--- src/rtl/dp_pipe.sv ---
module dp_pipe #(
  parameter int DW = 16,
  parameter int NREG = 8,
  parameter int INIT_STEP = 'h1111,
  localparam int AW = $clog2(NREG)
) (
  input  logic          clk,
  input  logic          rst_n,
  input  logic          cw_valid,
  input  logic [2:0]    a1_op,
  input  logic [AW-1:0] a1_src_a,
  input  logic [AW-1:0] a1_src_b,
  input  logic [AW-1:0] a1_dst,
  input  logic [2:0]    a2_op,
  input  logic [AW-1:0] a2_src_a,
  input  logic [AW-1:0] a2_src_b,
  input  logic [AW-1:0] a2_dst,
  input  logic [AW-1:0] dbg_addr,
  output logic [DW-1:0] dbg_data
);

  localparam logic [2:0] OP_NOP  = 3'd0;
  localparam logic [2:0] OP_ADD  = 3'd1;
  localparam logic [2:0] OP_SUB  = 3'd2;
  localparam logic [2:0] OP_AND  = 3'd3;
  localparam logic [2:0] OP_OR   = 3'd4;
  localparam logic [2:0] OP_PASS = 3'd5;

  function automatic logic op_writes(input logic [2:0] op);
    return (op == OP_ADD) || (op == OP_SUB) || (op == OP_AND) ||
           (op == OP_OR) || (op == OP_PASS);
  endfunction

  function automatic logic [DW-1:0] alu_f(input logic [2:0] op,
                                          input logic [DW-1:0] a,
                                          input logic [DW-1:0] b);
    case (op)
      OP_ADD:  return a + b;
      OP_SUB:  return a - b;
      OP_AND:  return a & b;
      OP_OR:   return a | b;
      OP_PASS: return a;
      default: return '0;
    endcase
  endfunction

  logic [DW-1:0] rf [NREG];

  logic [2:0]    s_op  [2];
  logic [AW-1:0] s_src [4];
  logic [AW-1:0] s_dst [2];

  assign s_op[0]  = a1_op;
  assign s_op[1]  = a2_op;
  assign s_src[0] = a1_src_a;
  assign s_src[1] = a1_src_b;
  assign s_src[2] = a2_src_a;
  assign s_src[3] = a2_src_b;
  assign s_dst[0] = a1_dst;
  assign s_dst[1] = a2_dst;

  logic [2:0]    x_op  [2];
  logic [DW-1:0] x_a   [2];
  logic [DW-1:0] x_b   [2];
  logic [AW-1:0] x_dst [2];
  logic [DW-1:0] x_res [2];
  logic          x_we  [2];
  logic [DW-1:0] w_res [2];
  logic [AW-1:0] w_dst [2];
  logic          w_we  [2];
  logic [DW-1:0] bus   [4];

  always_comb begin
    for (int i = 0; i < 2; i++) begin
      x_we[i]  = op_writes(x_op[i]);
      x_res[i] = alu_f(x_op[i], x_a[i], x_b[i]);
    end
  end

  always_comb begin
    for (int j = 0; j < 4; j++) begin
      bus[j] = rf[s_src[j]];
      for (int i = 0; i < 2; i++)
        if (w_we[i] && w_dst[i] == s_src[j]) bus[j] = w_res[i];
      for (int i = 0; i < 2; i++)
        if (x_we[i] && x_dst[i] == s_src[j]) bus[j] = x_res[i];
    end
  end

  always_ff @(posedge clk) begin
    if (!rst_n) begin
      for (int k = 0; k < NREG; k++) rf[k] <= DW'(k * INIT_STEP);
      for (int i = 0; i < 2; i++) begin
        x_op[i]  <= OP_NOP;
        x_a[i]   <= '0;
        x_b[i]   <= '0;
        x_dst[i] <= '0;
        w_res[i] <= '0;
        w_dst[i] <= '0;
        w_we[i]  <= 1'b0;
      end
    end else begin
      for (int i = 0; i < 2; i++) begin
        x_op[i]  <= cw_valid ? s_op[i] : OP_NOP;
        x_a[i]   <= bus[2*i];
        x_b[i]   <= bus[2*i+1];
        x_dst[i] <= s_dst[i];
        w_res[i] <= x_res[i];
        w_dst[i] <= x_dst[i];
        w_we[i]  <= x_we[i];
      end
      if (w_we[0]) rf[w_dst[0]] <= w_res[0];
      if (w_we[1]) rf[w_dst[1]] <= w_res[1];
    end
  end

  assign dbg_data = rf[dbg_addr];

  logic [NREG*DW-1:0] rf_flat;
  for (genvar g = 0; g < NREG; g++) begin : g_flat
    assign rf_flat[g*DW +: DW] = rf[g];
  end

  logic [1:0] age;
  always_ff @(posedge clk) begin
    if (!rst_n) age <= '0;
    else if (age != 2'd3) age <= age + 2'd1;
  end


  latency_chk: assert property (@(posedge clk) disable iff (!rst_n)
    (age == 2'd3 && $past(cw_valid, 2) && op_writes($past(a1_op, 2)))
      |-> (w_we[0] && w_dst[0] == $past(a1_dst, 2)));


  idle_slot_chk: assert property (@(posedge clk) disable iff (!rst_n)
    !cw_valid |=> (x_op[0] == OP_NOP && x_op[1] == OP_NOP));


  no_write_chk: assert property (@(posedge clk) disable iff (!rst_n)
    (!w_we[0] && !w_we[1]) |=> $stable(rf_flat));


  wb_land_chk: assert property (@(posedge clk) disable iff (!rst_n)
    (w_we[0] && !(w_we[1] && w_dst[1] == w_dst[0]))
      |=> rf[$past(w_dst[0])] == $past(w_res[0]));


  tie_break_chk: assert property (@(posedge clk) disable iff (!rst_n)
    (w_we[0] && w_we[1] && w_dst[0] == w_dst[1])
      |=> rf[$past(w_dst[1])] == $past(w_res[1]));

endmodule

--- config.mk ---
export PLATFORM = sky130hd
export DESIGN_NAME = dp_pipe
export DESIGN_NICKNAME = d
export VERILOG_FILES = /design/src/rtl/dp_pipe.sv
export SDC_FILE = /design/constraint.sdc
export NUM_CORES = 1
export LEC_CHECK = 0
export ABC_AREA = 0
export BUFFER_PORTS_ARGS = -buffer_cell sky130_fd_sc_hd__buf_4
export CORE_UTILIZATION = 34
export CTS_CLUSTER_DIAMETER = 40
export CTS_CLUSTER_SIZE = 40
export DETAILED_ROUTE_END_ITERATION = 7
export HOLD_SLACK_MARGIN = 0.1
export PLACE_DENSITY = 0.47
export SETUP_SLACK_MARGIN = 0.15
export SLEW_MARGIN = 20
export SYNTH_ARGS = -nofsm -noshare
export SYNTH_HDL_FRONTEND = slang
export SYNTH_SLANG_ARGS = --single-unit
--- constraint.sdc ---
create_clock -name clk -period 5.99 [get_ports clk]
set_input_delay 1.198 -clock clk [delete_from_list [all_inputs] [get_ports clk]]
set_output_delay 1.198 -clock clk [all_outputs]
set_load 0.02 [all_outputs]
Word level (Yosys, flattened, before mapping)
Memories as Yosys holds them, arrays and structs flattened.
Index checks and enable logic that the tools add are counted.
- logic and storage cells: 130
- memory bits (read-only): 0
- output and inout port bits: 16
- bits in registers: 0
- memories kept: 8
- bits in latches: 0
- RAM bits: 244
- bits of input ports: 30
- memories (name ; words ; bits a word ; rd ports ; clocked after Yosys merged registers in ; write ports ; RTL line ; RTL):
    rf ; 8 ; 16 ; 5 ; 0 ; 8 ; 47 ; logic [DW-1:0] rf [NREG];
    w_res ; 2 ; 16 ; 2 ; 0 ; 2 ; 68 ; logic [DW-1:0] w_res [2];
    x_a ; 2 ; 16 ; 2 ; 0 ; 2 ; 63 ; logic [DW-1:0] x_a [2];
    x_b ; 2 ; 16 ; 2 ; 0 ; 2 ; 64 ; logic [DW-1:0] x_b [2];
    w_dst ; 2 ; 3 ; 2 ; 0 ; 2 ; 69 ; logic [AW-1:0] w_dst [2];
    x_dst ; 2 ; 3 ; 2 ; 0 ; 2 ; 65 ; logic [AW-1:0] x_dst [2];
    +2 memories ; - ; - ; - ; - ; - ; - ;
- $lt $le $gt $ge: 0
- div/mod/pow operators: 0
- shift operators: 0
- reduce and logical (&&, ||, !) cells: 26
- $add $sub $neg: 4
- bitwise operators: 18
- multipliers: 0
- equal/unequal tests: 26
- mux-type cells: 48
- operators by type and width (cell ; number):
    $mux 16 ; 24
    $pmux 16 s5 ; 2
    $eq 3x3->1 ; 16
    $add 16x16->16 ; 2
    $and 16x16->16 ; 2
    $or 16x16->16 ; 2
    $reduce_or 16->1 ; 2
    $sub 16x16->16 ; 2
    $mux 3 ; 10
    $logic_and 1x1->1 ; 16
    $or 1x1->1 ; 14
    $eq 3x2->1 const B ; 4
    $eq 3x3->1 const B ; 4
    $mux 1 ; 12
    $logic_or 1x1->1 ; 8
    $eq 3x1->1 const B ; 2

Logic depth before layout (Yosys ltp)
Gate-level depths: netlist of run 1.
- depth in word-level cells: 9
- mapped depth: 17
- depth with buffers taken out: 17

Worst setup path before layout of run 1
OpenSTA, ideal clock, no wires.
- kind: input port to output port
- start: in dbg_addr[0]
- end: out dbg_data[0]
- setup slack: 1.957 ns
- required time: 4.792 ns
- data arrival time: 2.835 ns
- stages on the path: 4
- path through: clkbuf_1 > buf_1 > mux4_2 > mux2_2
- word-level cells in the longest chain between the ends: 1
- RTL lines (what ; RTL line ; RTL):
    start: declaration ; 18 ; input logic [AW-1:0] dbg_addr,
    $mem_v2 8x16 ; - ;
    end: declaration ; 19 ; output logic [DW-1:0] dbg_data
No other way between the ends.

==> results of run 1 <==
[worst max-delay path by stage]
stage,startpoint,endpoint,slack [ps],cells past startpoint
final,x_op[0][3],x_a[0][27],1430,14
after CTS,x_op[0][4],x_a[0][27],1590,15
after global placement,x_op[0][4],x_a[0][11],1620,15
after detailed placement,x_op[0][4],x_a[0][27],1620,15
after floorplan,dbg_addr[0],dbg_data[0],1960,4
after global routing,x_op[0][3],x_a[0][11],1240,14
[power breakdown]
| group | switching, uW | internal, uW | leakage (uW) |
|---|---|---|---|
| logic | 896 | 632 | 0.00473 |
| registers | 178 | 1860 | 0.00217 |
| clock network | 966 | 1740 | 0.000762 |
| total | 2040 | 4230 | 0.00765 |
[layout by cell type, fill, tap and decap left out, drive strengths merged, types with 36 or more instances in the layout]
master	instances
dfxtp	116
o22a	53
ha	36
xnor2	66
nor2	114
buf	81
nand2	171
clkbuf	55
o21ai	130
mux4	160
a21oi	133
edfxtp	128
a22o	80
o211ai	42
mux2i	70
and2	36
[registers in the layout, summed over array words and instances (netlist names)]
name   flops
x_a       32
w_res     32
x_op       6
w_we       2
x_dst      6
w_dst      6
x_b       32
rf       128
[metrics by stage]
step,total power [uW],cell area (um2)
after global placement,3560,20000
after detailed placement,3560,20000
after global routing,6510,21600
after floorplan,3080,19100
after CTS,6270,21600
final,6270,21600
[logic make-up (layout without fill, tap and decap cells)]
logic type	after synthesis	after routing	share of synthesized area (%)
xor gates and xnor gates	93	93	4.26
AOI/OAI and AO/OA	597	597	21.2
buffers and inverters	209	197	4.45
DFF	244	244	32.3
and+or+nand+nor	478	478	11.7
muxes	247	247	23.5
adders and majority gates	38	38	2.57
[cell usage after synthesis (7+ instances only)]
cell type / count / share of area, %
nor2_1: 114 / 2.2
a31oi_1: 13 / 0.43
mux4_2: 160 / 19
nand2_1: 171 / 3.4
inv_1: 29 / 0.57
buf_2: 35 / 0.92
xnor2_1: 66 / 3.0
and2_1: 36 / 1.2
o21ai_0: 127 / 3.3
edfxtp_1: 128 / 20
ha_1: 36 / 2.4
nand2b_1: 9 / 0.29
o22ai_1: 20 / 0.65
a211oi_1: 34 / 1.3
mux2i_1: 70 / 3.7
clkbuf_1: 122 / 2.4
a21oi_1: 132 / 3.5
nor2b_1: 25 / 0.82
buf_1: 15 / 0.29
o22a_1: 53 / 2.4
a22o_1: 80 / 3.7
o211ai_1: 41 / 1.6
xor2_1: 27 / 1.2
nand3_1: 35 / 0.92
and3_1: 17 / 0.56
nand4_1: 16 / 0.52
dfxtp_1: 116 / 12
o21a_1: 15 / 0.59
o31ai_1: 15 / 0.59
a21o_1: 10 / 0.39
or3_1: 10 / 0.33
nor3_1: 25 / 0.65
a21boi_0: 7 / 0.27
mux2_2: 17 / 1.0
[metal layers]
| layer | vias to the layer above | global-route usage (%) | part of all wire, % | routed length (um) |
|---|---|---|---|---|
| li1 | 7288 | - | - | - |
| met1 | 8148 | 36.3 | 43 | 32300 |
| met2 | 748 | 42.9 | 47 | 35300 |
| met3 | 115 | 3.67 | 7.2 | 5400 |
| met4 | 0 | 7.52 | 2.6 | 1980 |
| met5 | - | 0 | 0 | 0 |
[final cells by class]
type / instances / area (um2)
fill: 5453 / 33800
sequential: 244 / 6170
inverter: 31 / 116
tap: 748 / 936
timing repair buffer: 81 / 608
clock inverter: 30 / 347
multi-input combinational: 1453 / 12100
clock buffer: 55 / 1240
==> summary.txt, run 1 <==
P&R area growth vs syn = 12.8%
IO Pins = 46
Max-cap viol count = 0
Max-slew headroom = 22.5%
Delay-heaviest family, CP = compound AO/OA/AOI/OAI gates
Asr flop ratio synth = 0%
R2R depth = 14
Worst EP arrival = 4950 ps
Die X = 239 um
CP bufs+invs = 1
Vias in the first global route = 15500
Power Dens Cells = 291 nW/um2
Post-synthesis register bit count = 244
Final TNS setup = 0 ps
HP Class = reg2reg
DRC violations left = 0
Register clock-pin slew on the reported worst setup and hold paths = 50 ps
Achievable clock frequency = 0.219 GHz
DR vias/cell = 6.17
Share of cells above drive strength 1 = 19.3%
Gr ovfl total = 0
Initial antenna violation count = 0
Routed wire per std cell = 28.4 um
Max incr delay on CP = 870 ps
Port bufs = 45
Buffers inserted by post-CTS timing repair = 0
Syn avg cell area = 10.0 um2
Req. time, crit path = 6380 ps
Fin. max-slew vios = 0
Reg2Reg Capture Point = x_a[0][27]
Syn Std Cell Area = 19100 um2
CTS HTree Levels = 2
Dpl cells = 2557
Synthesized net count = 1974
Pre-antenna DRT Iters = 5
Lkg Pwr = 0.00765 uW
First-pass GRT wire length = 110 mm
Fin nets = 1926
Starting DRT DRC Count = 1850
CTS root buf = clkbuf_16
Worst hold endpoint = w_dst[0][3]
Final setup viols = 0
Post-Synthesis Cells = 1906
Clock tree buffer depth = 3
End-of-flow core utilization = 39.0%
Worst setup path class = reg2reg
Yosys warnings = 0
Hold_sp = x_dst[0][3]
Cell Rows = 86
Worst path setup slack after routing = 1430 ps
Max VDD drop = 0.000271 V
Crit-path max FO = 17
Final min period = 4560 ps
Crit path top cell by count = nor2_1
Ys flop type = edfxtp_1
GRT Util Overall = 26.3%
Die height = 239 um
RSZ-0062 raised after global routing = false
Die ar. = 57200 um2
Drt total wl = 75.0 mm
Worst Skew = 26.8 ps
CP Capture Type = register
Ant. Diodes = 0
EDFF count, synth = 128
Period utilization = 76.1%
Setup crit start kind = register
Post-CTS sizing = 0
Placer congestion estimate = 0.934
Critical path's slowest cell = nor3b_1
Sequence of cells on the critical path = clkinv_1, nand2_1, nor2_1, a21oi_1, xnor2_1, ha_1, o21a_1, o21ai_1, o31ai_1, o41a_1, nor2_1, o21ai_0, nor3b_1, o22ai_1
Post-Place Setup Slack = 1620 ps
Reg-to-reg startpoint = x_op[0][3]
Routed Antenna Nets = 0
Clk sinks = 244
Hold slack = 607 ps
Layout Cells excl Fill = 2642
Clock Latency Late Sink = 570 ps
CTS tree = done
Core Footprint = 55300 um2
Hpwl dp = 52.6 mm
Final Hold Vio Count = 0
Largest net degree at the start of global routing = 67
CTS buffer count = 47
Starting Density = 34.6%
Post-synthesis sequential area ratio = 32.3%
Hold Path Depth = 1
Via count = 16300
Hold buffers post-CTS = 0
Flop-to-flop setup slack = 1430 ps
Status = completed
Synth unique cells = 75
Least-Margin Pin Slew = 1160 ps
Note: power is estimated with default switching activity, not from simulation.
==> inputs of run 2 (changes only) <==
Clock period 5.99 ns to 4.46 ns, I/O delays scaled along.
==> run 2 against run 1 <==
  * Clock skew down 3.6 ps
  * Final area up 1.2%
  * Critical endpoint is now x_b[0][8]
  * Sequential share of layout area down 0.33 points
  * Critical path type unchanged
  * Sequential cell count unchanged
  * Sequential power up 34%
  * Setup slack worse by 1100 ps
  * Largest power group unchanged
==> summary.txt, run 2 (same netlist as run 1, synthesis figures left out) <==
Reg2Reg Capture Point = x_b[0][8] (was x_a[0][27])
Final instance area = 21800 um2 (was 21600 um2)
Core Footprint = 55300 um2 (unchanged)
CTS HTree Levels = 2 (unchanged)
RSZ-0062 raised after global routing = false (unchanged)
FILL cells = 5512 (was 5453)
IO Pins = 46 (unchanged)
Post-place instance area = 20100 um2 (was 20000 um2)
Die ar. = 57200 um2 (unchanged)
Crit-path max FO = 9 (was 17)
Gr ovfl total = 0 (unchanged)
Max incr delay on CP = 670 ps (was 870 ps)
Fin. max-slew vios = 0 (unchanged)
Switching share of power = 33.4% (was 32.6%)
Post-Place Setup Slack = 296 ps (was 1620 ps)
Die X = 239 um (unchanged)
Lkg Pwr = 0.00781 uW (was 0.00765 uW)
Max-cap viol count = 0 (unchanged)
Fin nets = 1950 (was 1926)
Worst path setup slack after routing = 345 ps (was 1430 ps)
Hold Path Depth = 2 (was 1)
Hold_sp = a1_dst[1] (was x_dst[0][3])
DRC violations left = 0 (unchanged)
Drt total wl = 75.3 mm (was 75.0 mm)
Buffers inserted by post-CTS timing repair = 0 (unchanged)
Worst EP arrival = 4580 ps (was 4950 ps)
Starting DRT DRC Count = 1775 (was 1850)
Routed wire per std cell = 28.2 um (was 28.4 um)
DR vias/cell = 6.17 (about the same)
Combinational fraction of design power = 24.2% (was 24.4%)
Vias in the first global route = 16000 (was 15500)
Sequence of cells on the critical path = or3b_2, a21o_1, fa_1, nor2b_1, o31ai_1, a21oi_1, a21oi_1, xor2_1, o21ai_0, a22oi_1, nand2_1, a32o_1 (was clkinv_1, nand2_1, nor2_1, a21oi_1, xnor2_1, ha_1, o21a_1, o21ai_1, o31ai_1, o41a_1, nor2_1, o21ai_0, nor3b_1, o22ai_1)
End-of-flow core utilization = 39.4% (was 39.0%)
Worst setup path class = reg2reg (unchanged)
Setup crit start kind = register (unchanged)
Sequential power share = 31.8% (was 32.5%)
Pre-antenna DRT Iters = 6 (was 5)
Flop-to-flop setup slack = 340 ps (was 1430 ps)
Status = completed (unchanged)
Final Hold Vio Count = 0 (unchanged)
Period utilization = 92.3% (was 76.1%)
Routed Antenna Nets = 0 (unchanged)
Worst Skew = 23.2 ps (was 26.8 ps)
Final min period = 4120 ps (was 4560 ps)
Share of cells above drive strength 1 = 20.7% (was 19.3%)
Most frequent cells in the layout = nand2_1, mux4_2, a21oi_1, edfxtp_1, o21ai_0 (unchanged)
First-pass GRT wire length = 111 mm (was 110 mm)
Starting Density = 34.6% (unchanged)
P_sw = 2860 uW (was 2040 uW)
Worst hold endpoint = x_dst[0][1] (was w_dst[0][3])
Largest net degree at the start of global routing = 67 (unchanged)
CP bufs+invs = 0 (was 1)
Max reg flops = 128 (unchanged)
Req. time, crit path = 4920 ps (was 6380 ps)
Placer congestion estimate = 0.919 (was 0.934)
Initial antenna violation count = 0 (unchanged)
CTS root buf = clkbuf_16 (unchanged)
Least-Margin Pin Slew = 1240 ps (was 1160 ps)
Share of total power in the clock network = 43.9% (was 43.2%)
Total power = 8570 uW (was 6270 uW)
Final setup viols = 0 (unchanged)
Crit path top cell by count = a21oi_1 (was nor2_1)
Hpwl dp = 53.5 mm (was 52.6 mm)
Reg-to-reg startpoint = x_op[0][1] (was x_op[0][3])
Pint = 5710 uW (was 4230 uW)
Via count = 16500 (was 16300)
Die height = 239 um (unchanged)
Delay-heaviest family, CP = compound AO/OA/AOI/OAI gates (unchanged)
Reg with most FFs = rf (unchanged)
Post-CTS sizing = 0 (unchanged)
Cell Rows = 86 (unchanged)
Register clock-pin slew on the reported worst setup and hold paths = 50 ps (about the same)
GRT Util Overall = 26.4% (was 26.3%)
Final TNS setup = 0 ps (unchanged)
Max VDD drop = 0.000260 V (was 0.000271 V)
Clock tree buffer depth = 3 (unchanged)
CP Capture Type = register (unchanged)
Ant. Diodes = 0 (unchanged)
Power Dens Cells = 393 nW/um2 (was 291 nW/um2)
CTS buffer count = 48 (was 47)
Most common cell after layout, fill and taps aside = nand2_1 (unchanged)
HP Class = in2reg (was reg2reg)
R2R depth = 12 (was 14)
Critical path's slowest cell = a22oi_1 (was nor3b_1)
CTS tree = done (unchanged)
Clock Latency Late Sink = 600 ps (was 570 ps)
Achievable clock frequency = 0.243 GHz (was 0.219 GHz)
Clk sinks = 244 (unchanged)
Hold buffers post-CTS = 0 (unchanged)
Port bufs = 45 (unchanged)
Max-slew headroom = 17.3% (was 22.5%)
P&R area growth vs syn = 14.1% (was 12.8%)
run 2: changes by cell type in the layout (fill, tap and decap cells not counted), moves of 2 or more:
cell	delta
clkbuf_1	-3
inv_8	+3
clkinv_4	+2
inv_6	+3
buf_4	+23
clkinv_1	-2
clkinv_8	+3
run 2: layout make-up:
type / count / area, um2 / area share (%)
clock buffer: 52 / 1240 / 5.67
clock inverter: 38 / 438 / 2.01
inverter: 31 / 116 / 0.534
multi-input combinational: 1453 / 12100 / 55.6
sequential: 244 / 6170 / 28.3
tap: 748 / 936 / 4.29
timing repair buffer: 104 / 781 / 3.58
run 2: worst max path at each step:
stage                     startpoint    endpoint  cells past startpoint
after floorplan           x_op[0][3]  x_a[0][29]                     16
after global placement     x_b[0][6]  x_b[0][12]                     15
after detailed placement   x_b[0][6]  x_a[0][12]                     15
after CTS                  x_b[0][6]  x_a[0][12]                     15
after global routing      x_op[0][4]  x_b[0][13]                     13
final                     x_op[0][1]   x_b[0][8]                     12
run 2: power by group through the flow:
stage	Sequential, uW	Combinational [uW]	Clock (uW)
6_report	2730	2080	3760
2_1_floorplan	2630	1500	0
4_1_cts	2720	2050	3810
3_3_place_gp	2760	2030	0
5_1_grt	2740	2250	3910
3_5_place_dp	2760	2040	0
run 2: metrics by stage:
stage | std cells | hold slack (ps)
2_1_floorplan | 1906 | 558
3_3_place_gp | 2580 | 603
3_5_place_dp | 2580 | 594
4_1_cts | 2670 | 484
5_1_grt | 2670 | 514
6_report | 2670 | 501
run 2: worst reg2reg max path, stage by stage (launching register included):
cell	delay [ps]
dfxtp_1	480
or3b_2	600
a21o_1	250
fa_1	410
nor2b_1	190
o31ai_1	120
a21oi_1	360
a21oi_1	170
xor2_1	220
o21ai_0	120
a22oi_1	670
nand2_1	120
a32o_1	280
run 2: per-layer routing:
layer  vias up  share of wire, %  global-route usage [%]
met5         -                 0                       0
met4         0               3.0                    8.92
met3       137               6.6                    3.38
met2       726                47                    43.1
met1      8277                43                    35.9
li1       7343                 -                       -
